File: config.mk
export PLATFORM = sky130hd
export DESIGN_NAME = irq_presenter
export DESIGN_NICKNAME = d
export VERILOG_FILES = /design/src/rtl/irq_prio_pkg.sv /design/src/rtl/irq_prio_mask.sv /design/src/rtl/irq_prio_lzc.sv /design/src/rtl/irq_presenter.sv
export SDC_FILE = /design/constraint.sdc
export NUM_CORES = 1
export LEC_CHECK = 0
export ABC_AREA = 1
export BUFFER_PORTS_ARGS = -buffer_cell sky130_fd_sc_hd__buf_2
export CAP_MARGIN = 20
export CORE_ASPECT_RATIO = 1.4
export CORE_MARGIN = 2
export CORE_UTILIZATION = 30
export CTS_CLUSTER_SIZE = 8
export DETAILED_ROUTE_END_ITERATION = 6
export PLACE_DENSITY = 0.64
export SYNTH_ARGS = -nofsm -noshare
export SYNTH_HDL_FRONTEND = slang
export SYNTH_SLANG_ARGS = --single-unit
export TNS_END_PERCENT = 20
File: constraint.sdc
create_clock -name clk -period 3.1 [get_ports clk]
set_input_delay 0.93 -clock clk [delete_from_list [all_inputs] [get_ports clk]]
set_output_delay 0.93 -clock clk [all_outputs]
set_load 0.01 [all_outputs]
File: src/rtl/irq_prio_pkg.sv
package irq_prio_pkg;
   localparam int unsigned BYTE_W = 8;
   localparam logic [BYTE_W-1:0] PRIO_NONE = 8'hFF;

   typedef struct packed {
      logic [BYTE_W-1:0] nsr;
      logic [BYTE_W-1:0] cppr;
   } acc_word_t;
endpackage

File: src/rtl/irq_prio_mask.sv
module irq_prio_mask #(
   parameter int unsigned NUM_PRIO = 8
) (
   input  logic [7:0]          prio,
   output logic [NUM_PRIO-1:0] mask,
   output logic                in_range
);
   // level 0 sits in the top bit, the least favoured level in bit 0
   for (genvar i = 0; i < NUM_PRIO; i++) begin : g_bit
      assign mask[NUM_PRIO-1-i] = (prio == 8'(i));
   end
   assign in_range = (prio < 8'(NUM_PRIO));
endmodule

File: src/rtl/irq_prio_lzc.sv
module irq_prio_lzc
   import irq_prio_pkg::*;
#(
   parameter int unsigned NUM_PRIO = 8
) (
   input  logic [NUM_PRIO-1:0] ipb,
   output logic [BYTE_W-1:0]   pipr
);
   // leading-zero count from the top bit; empty bitmap yields the idle code
   always_comb begin
      pipr = PRIO_NONE;
      for (int i = NUM_PRIO - 1; i >= 0; i--) begin
         if (ipb[NUM_PRIO-1-i]) pipr = 8'(i);
      end
   end
endmodule

File: src/rtl/irq_presenter.sv
module irq_presenter
   import irq_prio_pkg::*;
#(
   parameter int unsigned PRIO_W = 3,
   parameter int unsigned EO_BIT = 7
) (
   input  logic        clk,
   input  logic        rst_n,
   input  logic        ntf_valid,
   input  logic [7:0]  ntf_prio,
   input  logic        cppr_wr,
   input  logic [7:0]  cppr_wdata,
   input  logic        ipb_set_valid,
   input  logic [7:0]  ipb_set_mask,
   input  logic        acc_req,
   output logic        irq_o,
   output logic        acc_valid,
   output logic [15:0] acc_word,
   output logic        ntf_err
);
   localparam int unsigned NUM_PRIO = 1 << PRIO_W;

   if (PRIO_W < 1 || PRIO_W > 7) begin : g_bad_prio_w
      $error("PRIO_W must lie in 1..7 so the idle code stays out of range");
   end
   if (EO_BIT >= BYTE_W) begin : g_bad_eo
      $error("EO_BIT must address a bit of the status byte");
   end
   if (NUM_PRIO != BYTE_W) begin : g_bad_set_w
      $error("refill port is one byte wide; PRIO_W must give 8 levels");
   end

   logic [NUM_PRIO-1:0] ipb_q, ipb_a, ipb_n;
   logic [BYTE_W-1:0]   cppr_q, cppr_a, cppr_n;
   logic [BYTE_W-1:0]   nsr_q, nsr_a, nsr_n;
   logic [BYTE_W-1:0]   pipr_q, pipr_n;
   logic [NUM_PRIO-1:0] ntf_mask, acc_mask;
   logic                ntf_in_range, acc_in_range;
   logic                ntf_ok, check_ev, taking;
   acc_word_t           word_q;
   logic                acc_valid_q, err_q;

   // decoders: incoming notification and the level being accepted
   irq_prio_mask #(.NUM_PRIO(NUM_PRIO)) u_ntf_mask (
      .prio(ntf_prio), .mask(ntf_mask), .in_range(ntf_in_range));
   irq_prio_mask #(.NUM_PRIO(NUM_PRIO)) u_acc_mask (
      .prio(pipr_q), .mask(acc_mask), .in_range(acc_in_range));

   // encoders: current pending level and the one after this cycle's updates
   irq_prio_lzc #(.NUM_PRIO(NUM_PRIO)) u_pipr_cur (.ipb(ipb_q), .pipr(pipr_q));
   irq_prio_lzc #(.NUM_PRIO(NUM_PRIO)) u_pipr_nxt (.ipb(ipb_n), .pipr(pipr_n));

   assign ntf_ok   = ntf_valid && ntf_in_range;
   assign taking   = acc_req && nsr_q[EO_BIT] && acc_in_range;
   assign check_ev = ntf_ok || cppr_wr || ipb_set_valid;

   always_comb begin
      // stage 1: accept (test-and-clear)
      ipb_a  = ipb_q;
      cppr_a = cppr_q;
      nsr_a  = nsr_q;
      if (taking) begin
         cppr_a        = pipr_q;
         ipb_a         = ipb_q & ~acc_mask;
         nsr_a[EO_BIT] = 1'b0;
      end
      // stage 2: mask write, notification, refill
      cppr_n = cppr_wr ? cppr_wdata : cppr_a;
      ipb_n  = ipb_a;
      if (ntf_ok)        ipb_n = ipb_n | ntf_mask;
      if (ipb_set_valid) ipb_n = ipb_n | ipb_set_mask[NUM_PRIO-1:0];
      // stage 3: exception check
      nsr_n = nsr_a;
      if (check_ev && (pipr_n < cppr_n)) nsr_n[EO_BIT] = 1'b1;
   end

   always_ff @(posedge clk) begin
      if (!rst_n) begin
         ipb_q       <= '0;
         cppr_q      <= '0;
         nsr_q       <= '0;
         word_q      <= '0;
         acc_valid_q <= 1'b0;
         err_q       <= 1'b0;
      end else begin
         ipb_q       <= ipb_n;
         cppr_q      <= cppr_n;
         nsr_q       <= nsr_n;
         acc_valid_q <= acc_req;
         err_q       <= ntf_valid && !ntf_in_range;
         if (acc_req) begin
            word_q.nsr  <= nsr_q;
            word_q.cppr <= cppr_a;
         end
      end
   end

   assign irq_o     = nsr_q[EO_BIT];
   assign acc_valid = acc_valid_q;
   assign acc_word  = acc_valid_q ? word_q : 16'h0000;
   assign ntf_err   = err_q;
endmodule

==> results.txt <==
- Result of the run: completed
* Share of the cycle needed by the critical path after routing: between 90 and 100%
- Iteration-0 DRC Markers: 62
* Number of buffers on the longest clock path: 2
- After global routing the overflow that remains totals 0.
- For the final database, setup skew stands at between 0.008 and 0.009 ns.
- Number of instances in the synthesized netlist: roughly 260
- The tightest hold path in the finished design has a slack of 0.477 ns.
- Worst skew pair latency: between 0.2 and 0.3 ns
- Sequential element share of the synthesized area: 33.5%
- The wire-length estimate of the detail-placed layout is roughly 3200 um.
- The analysis attributes to cell leakage a power of roughly 1.2 nW.
- Routed via count: between 1500 and 2000
- Dominant delay contributor by cell family on the critical path: simple AND/OR/NAND/NOR gates
* Area contributors post-synth: dfxtp_1 33%, nand2_1 17%, inv_1 8.3%, nor2_1 7.6%, ha_1 5.2%
- The number of antenna diodes in the final layout is 0.
* Slew headroom: 55.6%
- Global placer's final weighted congestion: between 0.8 and 0.9
* Commonest cells post-synth: 75 x nand2_1, 37 x inv_1, 34 x nor2_1
- The tree built by TritonCTS fans out to 28 sinks.
* Post-place setup slack: -0.0270 ns
- Global routing usage on met2: 25.7%
- STA classifies the critical path startpoint as an input pin.
- The worst register-to-register path ends at nsr_q[7].
- Critical Path Most Common Cell: nand2_1
- Post-Synthesis Cell Area: roughly 0.0017 sq mm
* Power Total: 0.900 mW
* FF-to-FF path depth: 17
- Syn_area_per_cell: 6.39 sq um
- Counting I/O delays and the setup requirement, the final critical path takes 2.84 ns.
- CTS Root Cell: clkbuf_8
- Critical path data arrival time: ~3.1 ns
* Initial antenna violation count: 0
- Hold Fails Final Rpt: 0
- Top-area cell type share of the netlist area: about a third
- Largest net degree at the start of global routing: 21
* Number of post-CTS setup repair buffers: 0
- Via count of the first global-routing pass: roughly 1600
- Most used routing layer in global routing: met2
- The die is between 90 and 100 um tall.
- Remaining design rule violation count: 0
- Vias per cell: approximately 4.5
- The initial utilization of the core area, before any placement, comes to 30.7%.
* Layout cells sized above 1: 23.5%
- After clock tree synthesis, the clock-pin slew on the worst setup and hold paths is 0.10 ns.
- Routed wire length per instance: between 10 and 15 um
- In this run the worst path has a maximum fanout of 5.
- Global routing used between 10% and 20% of the available met1 tracks.
- Met3 usage: under 10%
- Power per unit of standard cell area: 440 mW/mm^2
* First-pass GRT wire length: ~6700 um
- Together, buffers and inverters on the worst path number 2.
* Number of flops mapped to enable cells by yosys: 0
- The count of nets left with antenna violations once routing finished came out at 0.
* Number of buffers inserted by hold repair at cts: 0
- CTS built an H-tree with a depth of 1.
- Cell with the biggest individual delay on the critical path: ha_1
- Largest incremental delay on the critical path: 0.29 ns
- STA puts the critical path data required time at 3.32 ns.
- The worst path meets setup with ~0.26 ns of slack.
* Number of warnings issued by yosys: 0
- # placed instances: between 300 and 400
- Maxcap violations: 0
* WL final: approximately 3800 um
* Die outline area: ~0.0062 sq mm
* Width of the die: 67.1 um
- # setup viols final: 0
- Global routing consumed, over all layers together, 13.6% of the routing resources.
- Non-filler cells, final: roughly 380
- The critical path crosses 18 cells after its start point.
- At the end of the flow, the number of nets in the layout was roughly 350.
- Core region area: approximately 0.0054 sq mm
- Post-CTS repair changed the size of 0 cells.
- Crit path cell chain: buf_2 > nor2_1 > nand2_1 > nor2_2 > nand2_1 > nor2_1 > nand2_1 > nand2_1 > a21oi_1 > nand2_1 > nor3_2 > buf_4 > ha_1 > a21oi_1 > o21ai_0 > a21oi_1 > nand2_1 > a21oi_2
* Area growth from synthesis to final layout: 22.1%
- dfxtp_1 takes more of the synthesized area than any other cell.
- The most critical setup path has its startpoint at ntf_prio[5].
- Worst setup endpoint: nsr_q[7]
- In this run the worst hold path is classified as reg2reg.
* Detailed Routing Iterations Pass 1: 4
- For this run, the share of the core covered by cells in the final layout is approximately 38%.
* CTS tree: built
* Distinct cell type count of the synthesized netlist: 27
- For this design the top-level I/O count stands at a little under 50.
- Type of the worst setup path: in2reg
- Count of final max-slew check failures: 0
* Setup crit end kind: flip-flop
- Most common cell in the synthesized netlist: nand2_1
- Transition time of the tightest slew-check pin: ~0.67 ns
- Worst reg2reg path startpoint: ipb_q[7]
- The count of buffers added on input and output ports is between 40 and 50.
* Unrepaired setup endpoints after global routing: false
- For this run, asynchronously set or reset flops after synthesis account for 0%.
* Slack of the worst reg-to-reg path: slightly below 0.6 ns
* Max Freq: around 0.35 GHz
* Cts bufs inserted: 3
* Peak supply drop: 0.174 mV
- Among all flip-flop cells after synthesis, the most frequent one is dfxtp_1.
- Register bit total from synthesis: 28
- # rows: 32
logic make-up (layout without fill, tap and decap cells):
family	count (synthesis)	in the layout	synth area share, %
flops	28	28	33.5
mux	1	1	0.598
fa+ha+maj	7	7	5.23
compound gates	38	38	13.2
other cells	1	7	0.224
buf+inv	55	94	14.1
simple gates	132	132	33.1
area by class of cell:
cell class,count,area (sq um)
fill,631,3400
multi-input combinational,185,905
sequential,28,561
timing repair buffer,50,273
inverter,40,150
tap,68,85.1
clock buffer,3,41.3
clock inverter,1,30.0
worst min path at each step:
stage / startpoint / end / slack, ns / depth (start not counted)
floorplan: word_q[15] / word_q[15] / 0.44 / 2
global placement: cppr_q[7] / word_q[7] / 0.45 / 2
detailed placement: word_q[15] / word_q[15] / 0.46 / 2
CTS: word_q[15] / word_q[15] / 0.48 / 2
global route: word_q[15] / word_q[15] / 0.49 / 2
finish: word_q[15] / word_q[15] / 0.48 / 2
per-stage QoR:
stage | area, sq um | setup TNS (ns)
final | 2040 | 0
after global routing | 2040 | 0
after CTS | 2040 | 0
after detailed placement | 1970 | -0.0270
after global placement | 1970 | 0
after floorplan | 1700 | 0
tightest hold or removal path: stages (launching register included):
cell and delay, ns:
dfxtp_1 0.33, nand2_1 0.06, a21oi_1 0.05
flip-flops by register name, indices dropped and copies added, names as in the netlist:
signal / flops
word_q: 9
cppr_q: 8
ipb_q: 8
acc_valid: 1
nsr_q: 1
ntf_err: 1
metal layers:
| layer | part of all wire [%] | wire length (um) |
|---|---|---|
| met5 | 0 | 0 |
| met4 | 2.5 | 96 |
| met3 | 2.9 | 111 |
| met2 | 54 | 2040 |
| met1 | 41 | 1560 |
where the power goes:
group / switching (mW) / leakage (nW) / total, mW / internal, mW
combinational: 0.129 / 0.904 / 0.211 / 0.0825
sequential: 0.0143 / 0.232 / 0.400 / 0.386
clock: 0.115 / 0.0357 / 0.288 / 0.173
total: 0.259 / 1.17 / 0.900 / 0.641
layout by cell type, fill, tap and decap left out, types with 2 or more instances in the layout:
cell / instances
a21oi_1: 14
nand2_2: 5
o211ai_1: 2
nand3_1: 8
ha_1: 7
inv_1: 37
nor2_1: 34
nand2_1: 75
buf_2: 41
nor2_2: 2
a21oi_2: 2
inv_2: 3
nand4_1: 2
buf_4: 9
clkbuf_8: 3
nand3_2: 2
dfxtp_1: 28
o21ai_0: 16
conb_1: 7
No activity file was read; power rests on OpenSTA's default activity.
